==> config.mk <==
export PLATFORM = sky130hd
export DESIGN_NAME = bulkin_packetizer
export DESIGN_NICKNAME = d
export VERILOG_FILES = /design/src/rtl/bulkin_pkg.sv /design/src/rtl/bulkin_buffer.sv /design/src/rtl/bulkin_cutter.sv /design/src/rtl/bulkin_packetizer.sv
export SDC_FILE = /design/constraint.sdc
export NUM_CORES = 2
export LEC_CHECK = 0
export ABC_CLOCK_PERIOD_IN_PS = 4140
export BUFFER_PORTS_ARGS = -buffer_cell sky130_fd_sc_hd__buf_4
export CORE_MARGIN = 3
export CORE_UTILIZATION = 50
export CTS_CLUSTER_DIAMETER = 100
export DETAILED_ROUTE_END_ITERATION = 8
export PLACE_DENSITY = 0.76
export SYNTH_ARGS = -nofsm -noshare
export SYNTH_HDL_FRONTEND = slang
export SYNTH_SLANG_ARGS = --single-unit
==> constraint.sdc <==
create_clock -name clk -period 4.14 [get_ports clk]
set_input_delay 0.828 -clock clk [delete_from_list [all_inputs] [get_ports clk]]
set_output_delay 0.828 -clock clk [all_outputs]
set_load 0.02 [all_outputs]
==> src/rtl/bulkin_pkg.sv <==
package bulkin_pkg;

    // Cut policy selected by cfg_auto
    typedef enum logic {
        CUT_EXPLICIT = 1'b0,
        CUT_AUTO     = 1'b1
    } cut_mode_e;

endpackage

==> src/rtl/bulkin_buffer.sv <==
module bulkin_buffer #(
    parameter int DEPTH = 512,
    parameter int DW    = 8,
    localparam int AW   = $clog2(DEPTH)
) (
    input  logic          clk,
    input  logic          wr_en,
    input  logic [AW-1:0] wr_addr,
    input  logic [DW-1:0] wr_data,
    input  logic [AW-1:0] rd_addr,
    output logic [DW-1:0] rd_data
);

    logic [DW-1:0] mem_q [DEPTH];

    always_ff @(posedge clk) begin
        if (wr_en) begin
            mem_q[wr_addr] <= wr_data;
        end
    end

    assign rd_data = mem_q[rd_addr];

endmodule

==> src/rtl/bulkin_cutter.sv <==
module bulkin_cutter
    import bulkin_pkg::*;
#(
    parameter int MAX_PKT = 512,
    localparam int LW     = $clog2(MAX_PKT + 1),
    localparam int AW     = $clog2(MAX_PKT)
) (
    input  logic          clk,
    input  logic          rst_n,
    input  logic          cfg_load,
    input  logic          cfg_auto,
    input  logic          s_valid,
    output logic          s_ready,
    input  logic          flush,
    input  logic          pkt_take,
    output logic          pkt_commit,
    output logic          pkt_pending,
    output logic [LW-1:0] pkt_len,
    output logic          wr_en,
    output logic [AW-1:0] wr_addr
);

    localparam logic [LW-1:0] FULL_LEN = LW'(MAX_PKT);

    typedef struct packed {
        logic [LW-1:0] fill;       // bytes gathered for the open packet
        logic          pend;       // committed packet awaiting take
        logic [LW-1:0] len;        // length of committed packet
        logic          commit;     // one-cycle commit pulse
        logic          was_full;   // last commit was full, nothing since
        logic          held_end;   // flush seen while pending
        cut_mode_e     mode;
    } cut_state_t;

    cut_state_t st_q, st_d;

    logic          accept;
    logic [LW-1:0] fill_inc;
    logic          end_evt;

    always_comb begin
        st_d        = st_q;
        st_d.commit = 1'b0;
        accept      = s_valid && !st_q.pend;
        fill_inc    = st_q.fill + LW'(accept);
        end_evt     = flush || st_q.held_end ||
                      ((st_q.mode == CUT_AUTO) && !s_valid);

        if (!st_q.pend) begin
            if (fill_inc == FULL_LEN) begin
                st_d.pend     = 1'b1;
                st_d.len      = FULL_LEN;
                st_d.commit   = 1'b1;
                st_d.was_full = 1'b1;
                st_d.fill     = '0;
                st_d.held_end = flush;
            end else if (end_evt && (fill_inc != '0)) begin
                st_d.pend     = 1'b1;
                st_d.len      = fill_inc;
                st_d.commit   = 1'b1;
                st_d.was_full = 1'b0;
                st_d.fill     = '0;
                st_d.held_end = 1'b0;
            end else if (end_evt && st_q.was_full) begin
                st_d.pend     = 1'b1;
                st_d.len      = '0;
                st_d.commit   = 1'b1;
                st_d.was_full = 1'b0;
                st_d.held_end = 1'b0;
            end else begin
                st_d.fill = fill_inc;
                if (accept) begin
                    st_d.was_full = 1'b0;
                end
                if (end_evt) begin
                    st_d.held_end = 1'b0;
                end
            end
        end else begin
            if (flush) begin
                st_d.held_end = 1'b1;
            end
            if (pkt_take) begin
                st_d.pend = 1'b0;
            end
        end

        if (cfg_load) begin
            st_d.mode = cut_mode_e'(cfg_auto);
        end
    end

    always_ff @(posedge clk or negedge rst_n) begin
        if (!rst_n) begin
            st_q          <= '0;
            st_q.mode     <= CUT_AUTO;
        end else begin
            st_q <= st_d;
        end
    end

    assign s_ready     = !st_q.pend;
    assign pkt_commit  = st_q.commit;
    assign pkt_pending = st_q.pend;
    assign pkt_len     = st_q.len;
    assign wr_en       = accept;
    assign wr_addr     = st_q.fill[AW-1:0];

    AST_LEN_BOUND: assert property (@(posedge clk) disable iff (!rst_n)
        st_q.len <= FULL_LEN);

    AST_FULL_CUTS: assert property (@(posedge clk) disable iff (!rst_n)
        (accept && st_q.fill == FULL_LEN - 1'b1)
        |=> (st_q.pend && st_q.commit && st_q.len == FULL_LEN));

    AST_FLUSH_PARTIAL: assert property (@(posedge clk) disable iff (!rst_n)
        (flush && !st_q.pend && fill_inc != '0 && fill_inc != FULL_LEN)
        |=> (st_q.pend && st_q.len == $past(fill_inc)));

    AST_ZLP_AFTER_FULL: assert property (@(posedge clk) disable iff (!rst_n)
        (st_q.commit && st_q.len == '0) |-> $past(st_q.was_full));

    AST_SHORT_QUIET: assert property (@(posedge clk) disable iff (!rst_n)
        (!st_q.pend && st_q.fill == '0 && !st_q.was_full && !s_valid)
        |=> !st_q.commit);

    AST_HOLD_PENDING: assert property (@(posedge clk) disable iff (!rst_n)
        (st_q.pend && !pkt_take) |=> (st_q.pend && $stable(st_q.len)));

    AST_EXPLICIT_IDLE: assert property (@(posedge clk) disable iff (!rst_n)
        (st_q.mode == CUT_EXPLICIT && !st_q.pend && !flush &&
         !st_q.held_end && !s_valid) |=> !st_q.commit);

endmodule

==> src/rtl/bulkin_packetizer.sv <==
module bulkin_packetizer #(
    parameter int MAX_PKT = 512,
    parameter int DW      = 8,
    localparam int LW     = $clog2(MAX_PKT + 1),
    localparam int AW     = $clog2(MAX_PKT)
) (
    input  logic          clk,
    input  logic          rst_n,
    input  logic          cfg_load,
    input  logic          cfg_auto,
    input  logic [DW-1:0] s_data,
    input  logic          s_valid,
    output logic          s_ready,
    input  logic          flush,
    output logic          pkt_commit,
    output logic          pkt_pending,
    output logic [LW-1:0] pkt_len,
    input  logic          pkt_take,
    input  logic [AW-1:0] rd_addr,
    output logic [DW-1:0] rd_data
);

    logic          wr_en;
    logic [AW-1:0] wr_addr;

    bulkin_cutter #(
        .MAX_PKT (MAX_PKT)
    ) u_cutter (
        .clk         (clk),
        .rst_n       (rst_n),
        .cfg_load    (cfg_load),
        .cfg_auto    (cfg_auto),
        .s_valid     (s_valid),
        .s_ready     (s_ready),
        .flush       (flush),
        .pkt_take    (pkt_take),
        .pkt_commit  (pkt_commit),
        .pkt_pending (pkt_pending),
        .pkt_len     (pkt_len),
        .wr_en       (wr_en),
        .wr_addr     (wr_addr)
    );

    bulkin_buffer #(
        .DEPTH (MAX_PKT),
        .DW    (DW)
    ) u_buffer (
        .clk     (clk),
        .wr_en   (wr_en),
        .wr_addr (wr_addr),
        .wr_data (s_data),
        .rd_addr (rd_addr),
        .rd_data (rd_data)
    );

endmodule

Word-level counts from Yosys, hierarchy flattened
Memories as Yosys holds them, arrays and structs flattened.
Cells that the tools add are included.
- bits in registers: 25
- logic and storage cells: 43
- bits of input ports: 24
- memories kept: 1
- output and inout port bits: 21
- RAM bits: 4096
- $add $sub $neg: 1
- bitwise operators: 1
- multiplexer cells: 14
- reductions and logical operators: 16
- equality and inequality tests: 3
- memory list (name ; depth ; bits a word ; read ports ; clocked after memory_dff ; wr ports ; RTL line ; source):
    u_buffer.mem_q ; 512 ; 8 ; 1 ; 0 ; 1 ; bulkin_buffer.sv:14 ; logic [DW-1:0] mem_q [DEPTH];
- operators by type and width (kind ; count):
    24-bit 2-to-1 mux ; 2
    12-bit 2-to-1 mux ; 1
    10-bit by 1-bit adder with 10-bit output ; 1
    10-bit == test, second input constant ; 1
    10-bit 2-to-1 mux ; 1
    10-bit nonzero test ; 1
    1-bit 2-to-1 mux ; 8
    2-bit AND reduction ; 4
    5-bit nonzero test ; 1
    1-bit logical AND ; 4
    2-bit 2-to-1 mux ; 2
    4-bit nonzero test ; 1
    3-bit by 1-bit != test with 1-bit output, second input constant ; 1
    3-bit nonzero test ; 1
    1-bit zero test ; 2
    1-bit logical OR ; 2
    2-bit != test, second input constant ; 1
    1-bit inverter ; 1

Logic depth before layout (Yosys ltp)
- depth after elaboration: 8
- mapped depth: 13

Hierarchy
From an unflattened synthesis, not the netlist that was laid out.
- cells, all modules: 8187
- area, all modules: 161334.7 µm²
- modules (own cells, without submodules) (module ; area each (µm²) ; instances ; cells an instance):
    bulkin_buffer ; 159767.0 ; 1 ; 8022
    bulkin_cutter ; 1567.8 ; 1 ; 165

Worst setup path before layout
OpenSTA, ideal clock, no wires.
- kind: input to output
- start: input rd_addr[0]
- end: output rd_data[0]
- slack: 0.397 ns
- arrival: 2.915 ns
- buffers on the path: 4
- data required time: 3.312 ns
- stages: 9
- path through: buf_6 -> buf_12 -> buf_6 -> buf_2 -> mux4_2 -> mux4_2 -> nor2_1 -> nor3_1 -> and4bb_1
- cells in the longest elaborated chain, start to end: 1
- ends and longest elaborated chain (what ; RTL line ; source):
    start, declared ; bulkin_packetizer.sv:19 ; input logic [AW-1:0] rd_addr,
    memory read 512 x 8 bit ; - ;
    end, declared ; bulkin_packetizer.sv:20 ; output logic [DW-1:0] rd_data
Every way passes these cells.

Worst setup path in the final report
- start: input rd_addr[0]
- end: output rd_data[7]
The elaborated chain is that of the path after synthesis.

==> flow_metrics.py <==
metrics = {
    "status": {
        "status": "finished, violations left",
        "violations": "negative setup slack",
    },
    "placement": {
        "pre_cts_ws_ns": -1.38,
        "gp_congestion": 0.954,
        "place.port_buffers": 44,
        "place_hpwl_um": 275000,
    },
    "sta": {
        "period_share_pct": 116,
        "hold_slack_ns": 0.0697,
        "rsz0062_at_grt": "true",
        "tightestPinTransition_ns": 1.41,
        "hold_viol_final": 0,
        "fmax_mhz": 209,
        "skew_ns": 0.0457,
        "slew_headroom_pct": 6.29,
        "slew_viol_final": 0,
        "worst_slack_ns": -0.643,
        "finalSetupViolCount": 8,
        "finalCriticalPeriod_ns": 4.78,
    },
    "grt": {
        "groute.usage.overall_pct": 26.7,
        "busiest_layer": "met2",
        "grt_pass1_wl_um": 645000,
        "grt_max_degree": 125,
        "gr-usage-met2_pct": 41.8,
        "grt_util_met1_pct": 35.4,
        "use_met3_pct": 6.23,
        "gr-total-overflow": 0,
        "grt_antenna_before_repair": 24,
        "grt_pass1_vias": 90808,
    },
    "drt": {
        "routed_wl_um": 453000,
        "vias": 91743,
        "antenna_left": 0,
        "firstDrtPassIters": 9,
        "wire_per_inst_um": 32.4,
        "viasPerCell": 6.57,
        "drt_iter0_markers": 15368,
        "remaining_drc_errors": 0,
    },
    "setup_path": {
        "critPathCaptureType": "primary output",
        "cp.required_ns": 3.31,
        "criticalPathCategory": "in -> out",
        "critPathLaunchType": "input pin",
        "crit_arrival_ns": 3.96,
        "crit_fanout": 7,
    },
    "synth": {
        "synth.most_common_cell": "edfxtp_1",
        "synth-edff-count": 4096,
        "synth_top_flop_cell": "edfxtp_1",
        "async_reset_ff_share_pct": 0.607,
        "yosys-top-cells-count": "4096 x edfxtp_1, 690 x mux4_2, 654 x mux2i_1",
        "avgSynthCellArea_um2": 19.9,
        "synth_top_area_share_pct": 75.9,
        "yosysWarningCount": 0,
        "syn_inst": 8143,
        "synth_area_leaders": "edfxtp_1 76%, mux4_2 9.6%, mux2i_1 4.0%, o221ai_1 1.4%, nor2_1 1.3%",
        "yosys.cell_types.count": 81,
        "syn_area_mm2": 0.162,
        "ys_seq_elements": 4121,
        "yosysTopAreaCell": "edfxtp_1",
        "ys_seq_area_share_pct": 76.3,
        "syn_nets": 8169,
    },
    "job": {
        "drv_cap": 0,
    },
    "clock_network": {
        "cts_buffer_depth": 4,
        "ctsHtreeMaxLevel": 5,
        "clkSinkCount": 4121,
        "cts-root-buf": "clkbuf_16",
        "worstSkewPairLatency_ns": 0.95,
        "cts_buffers": 384,
        "tritoncts": "built",
        "clk_pin_slew_ns": 0.06,
    },
    "final_layout": {
        "drive_gt1_share_pct": 29.7,
        "syn_to_final_growth_pct": 18.3,
        "nNetsFinal": 9363,
        "fillerInstances": 21418,
    },
    "floorplanning": {
        "die-area_mm2": 0.331,
        "die_y_um": 575,
        "core_area_mm2": 0.322,
        "fp.dieW_um": 575,
        "num_rows": 208,
        "io_pins": 45,
        "start_util_pct": 50.3,
    },
    "pwr": {
        "power.density_mw_per_mm2": 454,
        "vdd_drop_max_v": 0.000439,
        "p_leak_nw": 62.8,
        "finalPower_mw": 87.0,
    },
    "min_path": {
        "hold_path.class": "in -> reg",
    },
}
## power by group
part / total, mW / switching, mW / leakage, nW / internal [mW]
Sequential: 46.0 / 0.0401 / 37.1 / 45.9
Combinational: 5.84 / 3.57 / 19.6 / 2.27
Clock: 35.2 / 15.3 / 6.01 / 19.9
Total: 87.0 / 18.9 / 62.8 / 68.1
## cells by family (layout without fill, tap and decap cells)
logic type,Yosys count,in the layout,share of synthesized area [%]
fa+ha+maj,2,2,0.0154
compound gates,930,930,4.09
mux,1388,1388,14.1
flops,4121,4121,76.3
buf+inv,540,2037,2.16
other cells,0,11,0
xor+xnor,10,10,0.0541
simple gates,1152,1152,3.26
## layout by cell type (no fill, tap or decap), drive strengths merged, types with 8 or more instances in the layout
master,instances
a22oi,33
a2111oi,20
nand4,41
o22ai,165
diode,11
edfxtp,4096
and2,21
and3,12
mux2,24
o21a,10
clkbuf,461
dfrtp,24
clkinv,167
a31oi,8
nor3,158
nor2,571
clkinvlp,15
a221oi,11
nand2b,19
a211oi,71
mux2i,654
nor4,47
nand3,41
o21ai,92
nand2,176
o2111ai,8
mux4,710
inv,17
bufbuf,12
a21oi,174
a22o,21
nor2b,11
bufinv,42
buf,1322
o221ai,269
## per-stage QoR
stage                     cell area, µm²  cells  TNS [ns]  utilization [%]
after global routing              192000  13950     -4.70             59.5
after detailed placement          176000  13155     -8.97             54.6
final                             192000  13956     -4.52             59.5
after global placement            176000  13155     -9.14             54.6
after CTS                         190000  13896     -3.71             59.1
after floorplan                   162000   8143         0                -
## critical path: stages
cell and delay, ns:
buf_16 0.16, buf_16 0.19, buf_16 0.16, buf_12 0.13, buf_6 0.11, mux2i_4 0.18, o221ai_4 0.23, o22ai_1 0.12
o21ai_1 0.21, buf_4 0.18, nand4_1 0.31, buf_4 0.28, nand4_1 0.18, buf_12 0.14, and4bb_4 0.35, buf_6 0.15
## sequential cells by signal, indices dropped and copies added, names as in the netlist
name                  count
u_buffer.mem_q         4096
u_cutter.pkt_len         10
u_cutter.wr_addr          9
u_cutter.st_q             4
u_cutter.pkt_commit       1
u_cutter.pkt_pending      1
## path summary, 6_finish.rpt
path | startpoint | slack, ns | end | cells after the start
worst max-delay path | rd_addr[0] | -0.64 | rd_data[7] | 16
worst min-delay path | cfg_load | 0.07 | u_cutter.st_q[0]$_DFFE_PN1P_ | 2
worst max register to register | u_cutter.wr_addr[6]$_DFFE_PN0P_ | 0.20 | u_buffer.mem_q[64][5]$_DFFE_PP_ | 3
worst min register to register | u_cutter.pkt_len[8]$_DFFE_PN0P_ | 0.50 | u_cutter.pkt_len[8]$_DFFE_PN0P_ | 1
max in group asynchronous | rst_n | 3.50 | u_cutter.st_q[0]$_DFFE_PN1P_ | 2
min in group asynchronous | rst_n | 0.35 | u_cutter.pkt_len[2]$_DFFE_PN0P_ | 2
## layer usage
metal,part of all wire (%),vias to the layer above
li1,-,36264
met1,34,46596
met2,47,7511
met3,13,1358
met4,6.0,14
met5,0.020,-
## cell type report
type,count,area [µm²],share of cell area (%)
Sequential cell,4121,124000,64.5
Multi-Input combinational cell,3482,36700,19.1
Timing Repair Buffer,1340,13500,7.03
Clock buffer,456,9990,5.22
Tap cell,4305,5390,2.81
Clock inverter,233,2380,1.24
Inverter,8,42.5,0.0222
Antenna cell,11,27.5,0.0144
## timing repair
action                                  in CTS  in global routing
hold buffers                                 1                  0
cloned                                      17                  4
pin swaps                                   47                 63
buffers inserted                            39                 50
endpoints found under the setup margin       8                  8
hold endpoints to repair                    24                  0
gates resized for setup                    301                153
Note: power is estimated with default switching activity, not from simulation.
